--- config.mk ---
export PLATFORM = sky130hd
export DESIGN_NAME = frac_clk_div
export DESIGN_NICKNAME = d
export VERILOG_FILES = /design/src/rtl/fcd_pkg.sv /design/src/rtl/fcd_regs.sv /design/src/rtl/fcd_accum.sv /design/src/rtl/fcd_period.sv /design/src/rtl/frac_clk_div.sv
export SDC_FILE = /design/constraint.sdc
export NUM_CORES = 1
export LEC_CHECK = 0
export ABC_AREA = 1
export BUFFER_PORTS_ARGS = -buffer_cell sky130_fd_sc_hd__buf_2
export CELL_PAD_IN_SITES_DETAIL_PLACEMENT = 0
export CELL_PAD_IN_SITES_GLOBAL_PLACEMENT = 1
export CORE_ASPECT_RATIO = 1.25
export CORE_MARGIN = 3
export CORE_UTILIZATION = 41
export CTS_BUF_LIST = sky130_fd_sc_hd__clkbuf_4 sky130_fd_sc_hd__clkbuf_8
export CTS_CLUSTER_SIZE = 16
export DETAILED_ROUTE_END_ITERATION = 6
export HOLD_SLACK_MARGIN = 0.03
export PLACE_DENSITY = 0.89
export SLEW_MARGIN = 5
export SYNTH_ARGS = -nofsm -noshare
export SYNTH_HDL_FRONTEND = slang
export SYNTH_HIERARCHICAL = 1
export SYNTH_SLANG_ARGS = --single-unit
--- constraint.sdc ---
create_clock -name clk -period 3.2 [get_ports clk]
set_input_delay 0.32 -clock clk [delete_from_list [all_inputs] [get_ports clk]]
set_output_delay 0.32 -clock clk [all_outputs]
set_load 0.03 [all_outputs]
--- src/rtl/fcd_pkg.sv ---
package fcd_pkg;

    localparam int ACC_W      = 32;
    localparam int LFSR_W     = 11;
    localparam int FINE_W     = 2;
    localparam int ADDR_W     = 3;
    localparam int SUB_W      = 2;
    localparam int TAIL_BASE  = 12;
    localparam int TAIL_W     = $clog2(TAIL_BASE + (1 << FINE_W) + 1);
    localparam int CTRL_EN_BIT = ACC_W - 1;

    localparam logic [LFSR_W-1:0] LFSR_TAPS = 11'h500;
    localparam logic [LFSR_W-1:0] LFSR_TERM = {LFSR_W{1'b1}};

    typedef enum logic [ADDR_W-1:0] {
        RA_CTRL   = 3'd0,
        RA_DIV    = 3'd1,
        RA_INC_LO = 3'd2,
        RA_INC_HI = 3'd3,
        RA_PRESET = 3'd4
    } reg_addr_e;

    typedef struct packed {
        logic              enable;
        logic [LFSR_W-1:0] coarse;
        logic [FINE_W-1:0] fine;
        logic [ACC_W-1:0]  inc_lo;
        logic [ACC_W-1:0]  inc_hi;
        logic [ACC_W-1:0]  preset;
    } cfg_t;

    function automatic logic [LFSR_W-1:0] lfsr_step(input logic [LFSR_W-1:0] s);
        return {1'b0, s[LFSR_W-1:1]} ^ (s[0] ? LFSR_TAPS : '0);
    endfunction

endpackage

--- src/rtl/fcd_regs.sv ---
module fcd_regs
    import fcd_pkg::*;
(
    input  logic              clk,
    input  logic              rst,
    input  logic              we,
    input  logic [ADDR_W-1:0] addr,
    input  logic [ACC_W-1:0]  wdata,
    output cfg_t              cfg
);

    always_ff @(posedge clk) begin
        if (rst) begin
            cfg <= '0;
        end else if (we) begin
            case (addr)
                RA_CTRL:   cfg.enable <= wdata[CTRL_EN_BIT];
                RA_DIV: begin
                    cfg.fine   <= wdata[FINE_W-1:0];
                    cfg.coarse <= wdata[FINE_W +: LFSR_W];
                end
                RA_INC_LO: cfg.inc_lo <= wdata;
                RA_INC_HI: cfg.inc_hi <= wdata;
                RA_PRESET: cfg.preset <= wdata;
                default:   ;
            endcase
        end
    end

endmodule

--- src/rtl/fcd_accum.sv ---
module fcd_accum
    import fcd_pkg::*;
(
    input  logic             clk,
    input  logic             rst,
    input  logic             start,
    input  logic             step,
    input  logic [ACC_W-1:0] preset,
    input  logic [ACC_W-1:0] inc_lo,
    input  logic [ACC_W-1:0] inc_hi,
    output logic [ACC_W-1:0] acc_q,
    output logic             msb_next
);

    logic [ACC_W-1:0] sum;

    always_comb begin
        sum = acc_q + (acc_q[ACC_W-1] ? inc_hi : inc_lo);
        if (start)
            msb_next = preset[ACC_W-1];
        else if (step)
            msb_next = sum[ACC_W-1];
        else
            msb_next = acc_q[ACC_W-1];
    end

    always_ff @(posedge clk) begin
        if (rst)
            acc_q <= '0;
        else if (start)
            acc_q <= preset;
        else if (step)
            acc_q <= sum;
    end

    // outside a period end or a restart the accumulator holds
    p_acc_hold_r6: assert property (@(posedge clk) disable iff (rst)
        (!step && !start) |=> $stable(acc_q));

endmodule

--- src/rtl/fcd_period.sv ---
module fcd_period
    import fcd_pkg::*;
(
    input  logic              clk,
    input  logic              rst,
    input  logic              run,
    input  logic              load,
    input  logic [LFSR_W-1:0] coarse,
    input  logic [FINE_W-1:0] fine,
    input  logic              stretch,
    output logic              done
);

    logic [LFSR_W-1:0] lfsr;
    logic [LFSR_W-1:0] lfsr_nx;
    logic [SUB_W-1:0]  sub;
    logic              in_tail;
    logic [TAIL_W-1:0] tail;
    logic [TAIL_W-1:0] len_q;
    logic [TAIL_W-1:0] len_new;

    always_comb begin
        lfsr_nx = lfsr_step(lfsr);
        len_new = TAIL_W'(TAIL_BASE) + TAIL_W'(fine) + TAIL_W'(stretch);
        done    = in_tail && (tail == '0);
    end

    always_ff @(posedge clk) begin
        if (rst) begin
            lfsr    <= LFSR_TERM;
            sub     <= '0;
            in_tail <= 1'b0;
            tail    <= '0;
            len_q   <= '0;
        end else if (load) begin
            lfsr    <= coarse;
            sub     <= '0;
            len_q   <= len_new;
            in_tail <= (coarse == LFSR_TERM);
            tail    <= len_new - 1'b1;
        end else if (run) begin
            if (!in_tail) begin
                sub <= sub + 1'b1;
                if (sub == '1) begin
                    lfsr <= lfsr_nx;
                    if (lfsr_nx == LFSR_TERM) begin
                        in_tail <= 1'b1;
                        tail    <= len_q - 1'b1;
                    end
                end
            end else if (tail != '0) begin
                tail <= tail - 1'b1;
            end
        end
    end

    // a running LFSR never sits in the dead all-zero state
    p_lfsr_live_r3: assert property (@(posedge clk) disable iff (rst)
        run |-> (lfsr != '0));

    // the tail phase counts down one per cycle until the period ends
    p_tail_count_r5: assert property (@(posedge clk) disable iff (rst)
        (run && !load && in_tail && tail != '0) |=> (in_tail && tail == $past(tail) - 1'b1));

endmodule

--- src/rtl/frac_clk_div.sv ---
module frac_clk_div
    import fcd_pkg::*;
(
    input  logic              clk,
    input  logic              rst,
    input  logic              reg_we,
    input  logic [ADDR_W-1:0] reg_addr,
    input  logic [ACC_W-1:0]  reg_wdata,
    output logic              tick_o
);

    cfg_t             cfg;
    logic             en_d;
    logic             run;
    logic             start;
    logic             done;
    logic             msb_next;
    logic [ACC_W-1:0] acc_q;

    fcd_regs u_regs (
        .clk   (clk),
        .rst   (rst),
        .we    (reg_we),
        .addr  (reg_addr),
        .wdata (reg_wdata),
        .cfg   (cfg)
    );

    always_ff @(posedge clk) begin
        if (rst) en_d <= 1'b0;
        else     en_d <= cfg.enable;
    end

    always_comb begin
        run    = cfg.enable && en_d;
        start  = cfg.enable && !en_d;
        tick_o = run && done;
    end

    fcd_accum u_accum (
        .clk      (clk),
        .rst      (rst),
        .start    (start),
        .step     (tick_o),
        .preset   (cfg.preset),
        .inc_lo   (cfg.inc_lo),
        .inc_hi   (cfg.inc_hi),
        .acc_q    (acc_q),
        .msb_next (msb_next)
    );

    fcd_period u_period (
        .clk     (clk),
        .rst     (rst),
        .run     (run),
        .load    (start || tick_o),
        .coarse  (cfg.coarse),
        .fine    (cfg.fine),
        .stretch (msb_next),
        .done    (done)
    );

    // a disabled channel emits nothing
    p_idle_quiet_r2: assert property (@(posedge clk) disable iff (rst)
        !cfg.enable |-> !tick_o);

    // ticks are single-cycle pulses
    p_tick_pulse_r10: assert property (@(posedge clk) disable iff (rst)
        tick_o |=> !tick_o);

endmodule

# Word-level counts from Yosys, hierarchy flattened
# Cells that the tools add are included.
dict set report word_totals {
  ff_bits 167
  output_inout_bits 1
}
dict set report classes {
  bitwise 2
  eq_ne 9
  mux 21
  addsub 7
  n_reduce_logical 23
}
# operator n
set ops {}
lappend ops {{32-bit two-way mux} 3}
lappend ops {{11-bit two-way mux} 5}
lappend ops {{32-bit adder} 1}
lappend ops {{5-bit two-way mux} 6}
lappend ops {{11-bit == test, second input constant} 2}
lappend ops {{5-bit by 1-bit subtractor with 5-bit output, second input constant} 3}
lappend ops {{2-bit AND reduction} 6}
lappend ops {{10-bit by 11-bit XOR with 11-bit output} 1}
lappend ops {{1-bit two-way mux} 7}
lappend ops {{3-bit by 2-bit == test with 1-bit output, second input constant} 2}
lappend ops {{2-bit nonzero test} 3}
lappend ops {{3-bit nonzero test} 2}
lappend ops {{4-bit by 2-bit adder with 5-bit output, first input constant} 1}
lappend ops {{5-bit by 1-bit adder with 5-bit output} 1}
lappend ops {{5-bit logical NOT} 1}
lappend ops {{5-bit nonzero test} 1}
lappend ops {{1-bit logical AND} 4}
lappend ops {{4-bit AND reduction} 1}
lappend ops {{3-bit by 1-bit == test with 1-bit output, second input constant} 1}
lappend ops {{3-bit == test, second input constant} 1}
lappend ops {{3-bit logical NOT} 1}
lappend ops {{3-bit by 2-bit inequality test with 1-bit output, second input constant} 1}
lappend ops {{3-bit AND reduction} 1}
lappend ops {{2-bit by 1-bit adder with 2-bit output, second input constant} 1}
lappend ops {{6 further kinds} 6}

# Longest topological paths before layout
dict set report logic_depth {
  word_depth 8
  mapped_depth 30
  mapped_depth_nobuf 28
}

# By module
# Netlist, hierarchy kept.
# module cells_per_inst instances area_each_um2
set by_module_without_submodules {}
lappend by_module_without_submodules {fcd_regs 646 1 4409.2}
lappend by_module_without_submodules {fcd_accum 744 1 4096.4}
lappend by_module_without_submodules {fcd_period 184 1 1292.5}
lappend by_module_without_submodules {frac_clk_div 11 1 63.8}

# Least setup slack after synthesis
# OpenSTA, ideal clock, no wires.
dict set report synth_timing {
  path_kind {reg2reg}
  startpoint {register u_accum.acc_q[31]}
  endpoint {register u_period.tail[4]}
  n_path_buf 2
  slack_ns -0.079
  synth_period_minus_slack_ns 3.279
  path_stages_with_launch 28
  t_arrival_ns 3.162
  required_time_ns 3.083
  path_cell_list {dfxtp_1 > clkbuf_1 > inv_1 > clkbuf_1 > nand2_1 > nand2_1 > ha_1 > nand2_2 > inv_2 > nand2_1 > inv_1 > a21oi_2 > nand2_2 > nand2_1 > nand3_1 > nand3_1 > nand2_1 > ha_1 > ha_1 > nand2_1 > nand3_1 > inv_1 > ha_1 > nand3_1 > nor2_1 > nand2_1 > nand2_1 > a21oi_1}
}
dict set report synth_via {
  elab_chain_len 7
}
# item line
set synth_lines {}
lappend synth_lines {{start: declaration} fcd_accum.sv:11} ;# output logic [ACC_W-1:0] acc_q,
lappend synth_lines {{start signal: assignment} fcd_accum.sv:31} ;# acc_q <= preset;
lappend synth_lines {{start signal: assignment} fcd_accum.sv:33} ;# acc_q <= sum;
lappend synth_lines {{32-bit two-way mux} fcd_accum.sv:18} ;# sum = acc_q + (acc_q[ACC_W-1] ? inc_hi : inc_lo);
lappend synth_lines {{32-bit adder} fcd_accum.sv:18}
lappend synth_lines {{1-bit two-way mux (*)} fcd_accum.sv:21} ;# else if (step)
lappend synth_lines {{1-bit two-way mux (*)} fcd_accum.sv:19} ;# if (start)
lappend synth_lines {{net msb_next} frac_clk_div.sv:17} ;# logic msb_next;
lappend synth_lines {{5-bit by 1-bit adder with 5-bit output (*)} fcd_period.sv:24} ;# len_new = TAIL_W'(TAIL_BASE) + TAIL_W'(fine) + TAIL_W'(stretch);
lappend synth_lines {{net u_period.len_new[1]} fcd_period.sv:20} ;# logic [TAIL_W-1:0] len_new;
lappend synth_lines {{5-bit by 1-bit subtractor with 5-bit output (*)} fcd_period.sv:40} ;# tail <= len_new - 1'b1;
lappend synth_lines {{5-bit two-way mux (*)} fcd_period.sv:35} ;# end else if (load) begin
lappend synth_lines {{end signal: assignment} fcd_period.sv:40}
lappend synth_lines {{end signal: assignment} fcd_period.sv:48} ;# tail <= len_q - 1'b1;
lappend synth_lines {{end signal: assignment} fcd_period.sv:52} ;# tail <= tail - 1'b1;
lappend synth_lines {{end: declaration} fcd_period.sv:18} ;# logic [TAIL_W-1:0] tail;
# Mark *: on every way through the listed nets, which the timed path passes. The rest lies on a longest branch.
# A chain may end at the register's enable or synchronous reset.

# Worst setup path after layout
dict set report layout_timing {
  startpoint {register u_accum.acc_q[31]}
  endpoint {register u_period.tail[2]}
}
# The elaborated chain is that of the path after synthesis.

==> key figures <==
Outcome
  – Status: complete, but fails checks
  – Failing checks: negative setup slack

Yosys
  – Cell taking the most area after synthesis: dfxtp_1
  – Fraction of registers with async set/reset: 0%
  – Most used DFF post-synth: dfxtp_1
  – Syn Nets: approximately 1700
  – Synth Area in Compound Gates: around 7.4%
  – Synth unique cells: 40
  – Sequential area share after synthesis: approximately 34%
  – Yosys top cell area share: between 30% and 40%
  – Flops & latches, synth: around 170
  – Simple-Gate Fraction of Synth Area: between 40% and 50%
  – Main combinational cell family by area after synthesis: simple AND/OR/NAND/NOR gates
  – Post-synth EDFFs: 0
  – Syn Area/Cell: 6.22 um^2
  – Post-Synth XOR/XNOR Area: 1.33%
  – Ranking of synthesized cells by area: dfxtp_1 34%, nand2_1 19%, nor2_1 11%
  – Post-synthesis mux area share: 0%
  – Cell Area, Synth: roughly 0.01 mm^2
  – Mapped Cells: about 1600
  – Synth warn: 6
  – Adder-Cell Fraction of Synth Area: under 10%

Routing
  – Via density: 5.04
  – WL per Instance: 15.4 um
  – DRT Pass-1 Iters: 5
  – ANT nets after route: 0
  – DR vias: between 10000 and 15000
  – Iteration-0 DRC count of the detailed router: approximately 620
  – # DRC: 0
  – Total wire length: slightly above 30000 um

Timing
  – Worst Tran Pin Value: roughly 0.9 ns
  – Max frequency: slightly above 300 MHz
  – Setup violation total in the final timing report: 1
  – RSZ-0062 raised after global routing: true
  – Worst Clk Skew: ~0.022 ns
  – Final Cycle Share: 101%
  – Max-slew violations: 0
  – Hold Slack: between 0.15 and 0.2 ns
  – Hold Vio Cnt, Final: 0
  – Slew margin rel.: roughly 39%
  – Final worst slack: -0.0164 ns
  – Clock period minus worst slack: ~3.2 ns

Final layout
  – Diodes inserted: 0
  – Area Overhead vs Synth: 21.8%
  – Commonest non-fill, non-tap cell in the layout: nand2_1
  – Multi-input logic area: slightly above 0.006 mm^2
  – Fraction of final layout cells sized beyond drive strength 1: approximately a fifth
  – Number of fill cells in the layout: ~2400
  – Non-filler cells in the finished layout: 2018
  – Sequential cell area: between 0.003 and 0.004 mm^2
  – Final nets: 1760
  – Most frequent cells in the layout: 454 x nand2_1, 275 x nor2_1, 172 x inv_1, 165 x dfxtp_1, 158 x nand3_1
  – Post-route cell area: ~0.012 mm^2

Setup path
  – Crit path max-delay cell type: dfxtp_4
  – Worst EP arrival: about 3.6 ns
  – CP Max Fanout: 6
  – Most frequent CP cell: nand2_2
  – Crit start category: flip-flop
  – Setup CP Type: flip-flop to flip-flop
  – CP required: ~3.6 ns
  – Largest stage delay, worst path: ~0.42 ns
  – FF-to-FF path depth: 28
  – CP endpoint kind: flip-flop

GRT
  – Number of global-route vias before repair: just under 10000
  – Largest net degree at the start of global routing: 51
  – First-pass GRT wire length: ~49000 um
  – Initial antenna violation count: 0
  – GR Util All Layers: 23.6%
  – Remaining Overflow, GRT: 0

Clock network
  – Worst-path clk slew: between 0.1 and 0.15 ns
  – Clock sink count: approximately 170
  – CTS tree: yes
  – Clk root buf: clkbuf_8
  – Max clock buf depth: 2
  – CTS H-tree lvls: 4
  – Insertion delay to the later sink of the worst-skew pair: between 0.4 and 0.5 ns
  – Num CTS Buffers: 17
  – Hold Buf Count CTS: 0

Pwr
  – Internal Pwr Total: 2920 uW
  – Leak Pwr: 0.00592 uW
  – Gate power share: between 10% and 20%
  – Net Sw Frac: a little under a third
  – Maximum VDD drop: 0.000258 V
  – Sequential power share: between 50% and 60%
  – Design Power: roughly 4200 uW
  – Pwr dens: between 300 and 400 mW/mm^2
  – Net Sw Power: between 1000 and 1500 uW
  – Clock share of power: 37.6%

Place
  – Placement Cell Area: around 0.011 mm^2
  – DPL Wire Length: between 20000 and 25000 um
  – PortBufs: 38
  – GP Congestion: 0.997
  – Inst Count DP: 1978

Die
  – Initial core utilization: 42.2%
  – Site row count: between 60 and 70
  – Core area: 0.0233 mm^2
  – Ports: 39
  – Die Width: between 100 and 150 um
  – Die H: ~180 um
  – Die footprint: about 0.026 mm^2

Job
  – Max-cap violations: 0

Hold path
  – Hold Path Stages: 5
  – Hold WC Path Type: primary input to flip-flop
## path summary, 6_finish.rpt
kind                                   startpoint                 to  slack (ns)
worst max register to register  u_accum/acc_q[31]   u_period/tail[2]       -0.02
worst min-delay path                reg_wdata[23]     u_regs/cfg[55]        0.18
worst min register to register  u_period/len_q[0]  u_period/len_q[0]        0.47
worst max-delay path            u_accum/acc_q[31]   u_period/tail[2]       -0.02
## area by class of cell
| cell class | count | share of cell area (%) |
|---|---|---|
| repair buffers | 150 | 9.31 |
| multi-input cells | 1167 | 50.3 |
| well taps | 320 | 3.33 |
| clock buffers | 18 | 2.06 |
| flip-flops and latches | 166 | 27.7 |
| clock inverters | 14 | 1.48 |
| inverters | 183 | 5.80 |
## state kept, by name (all words and copies together) (netlist names)
name and flops:
u_period/tail 5, u_regs/cfg 110, u_period/in_tail 1, u_period/sub 2, en_d 1, u_accum/acc_q 32, u_period/lfsr 11, u_period/len_q 4
## per-layer routing
metal	vias to the layer above	share of wire, %	routed length, um	track usage [%]
li1	5143	-	-	-
met1	4664	38	11900	25.4
met2	265	52	16000	42.7
met3	99	3.6	1110	3.32
met4	0	6.6	2060	13.8
met5	-	0	0	0
## critical path, delay by kind of cell (launching register included)
family / cells / cell delay (ns)
XOR/XNOR: 1 / 0.11
adder cells (fa/ha/maj): 4 / 0.88
buffers and inverters: 6 / 0.51
flip-flops: 1 / 0.42
AND/OR/NAND/NOR: 17 / 1.19
## cell usage after synthesis (2+ instances only)
master / instances
nor2_1: 283
nand3b_1: 4
xnor2_1: 2
a21oi_1: 60
buf_1: 9
ha_1: 36
nor2_2: 12
nand3_1: 162
a31oi_1: 8
buf_4: 2
o21ai_0: 5
nand2_1: 500
nand3_2: 9
xor2_1: 13
o221ai_1: 7
a31o_2: 2
nand4_1: 4
o21bai_1: 3
inv_2: 6
nand2_2: 14
buf_2: 30
clkbuf_1: 20
and2_1: 2
o211ai_1: 2
dfxtp_1: 166
buf_6: 4
inv_1: 176
a21oi_2: 4
nor2_4: 4
a22oi_1: 23
clkbuf_8: 4
## kinds of logic after synthesis
logic type | count (synthesis)
DFF | 166
adders and majority gates | 37
and+or+nand+nor | 997
buffers and inverters | 252
xor gates and xnor gates | 15
AOI/OAI and AO/OA | 118
## through the flow
step	setup slack [ns]	util (%)	TNS (ns)
after floorplan	0.00251	-	0
after global placement	-0.142	46.6	-0.185
after detailed placement	-0.200	46.6	-0.417
after CTS	0.00255	49.4	0
after global routing	-0.222	51.4	-0.559
final	-0.0164	51.4	-0.0164
## power groups by stage
stage | Combinational, uW | Clock, uW | Sequential, uW
4_1_cts | 446 | 1630 | 2160
6_report | 470 | 1590 | 2160
3_5_place_dp | 437 | 0 | 2210
3_3_place_gp | 431 | 0 | 2210
5_1_grt | 523 | 1710 | 2170
2_1_floorplan | 303 | 0 | 2190
## what timing repair did
item | CTS | global route
gates resized for setup | 38 | 81
setup endpoints to repair | 4 | 4
gates cloned | 1 | 2
pin swaps | 7 | 24
buffers inserted | 4 | 1
Note: power is estimated with default switching activity, not from simulation.
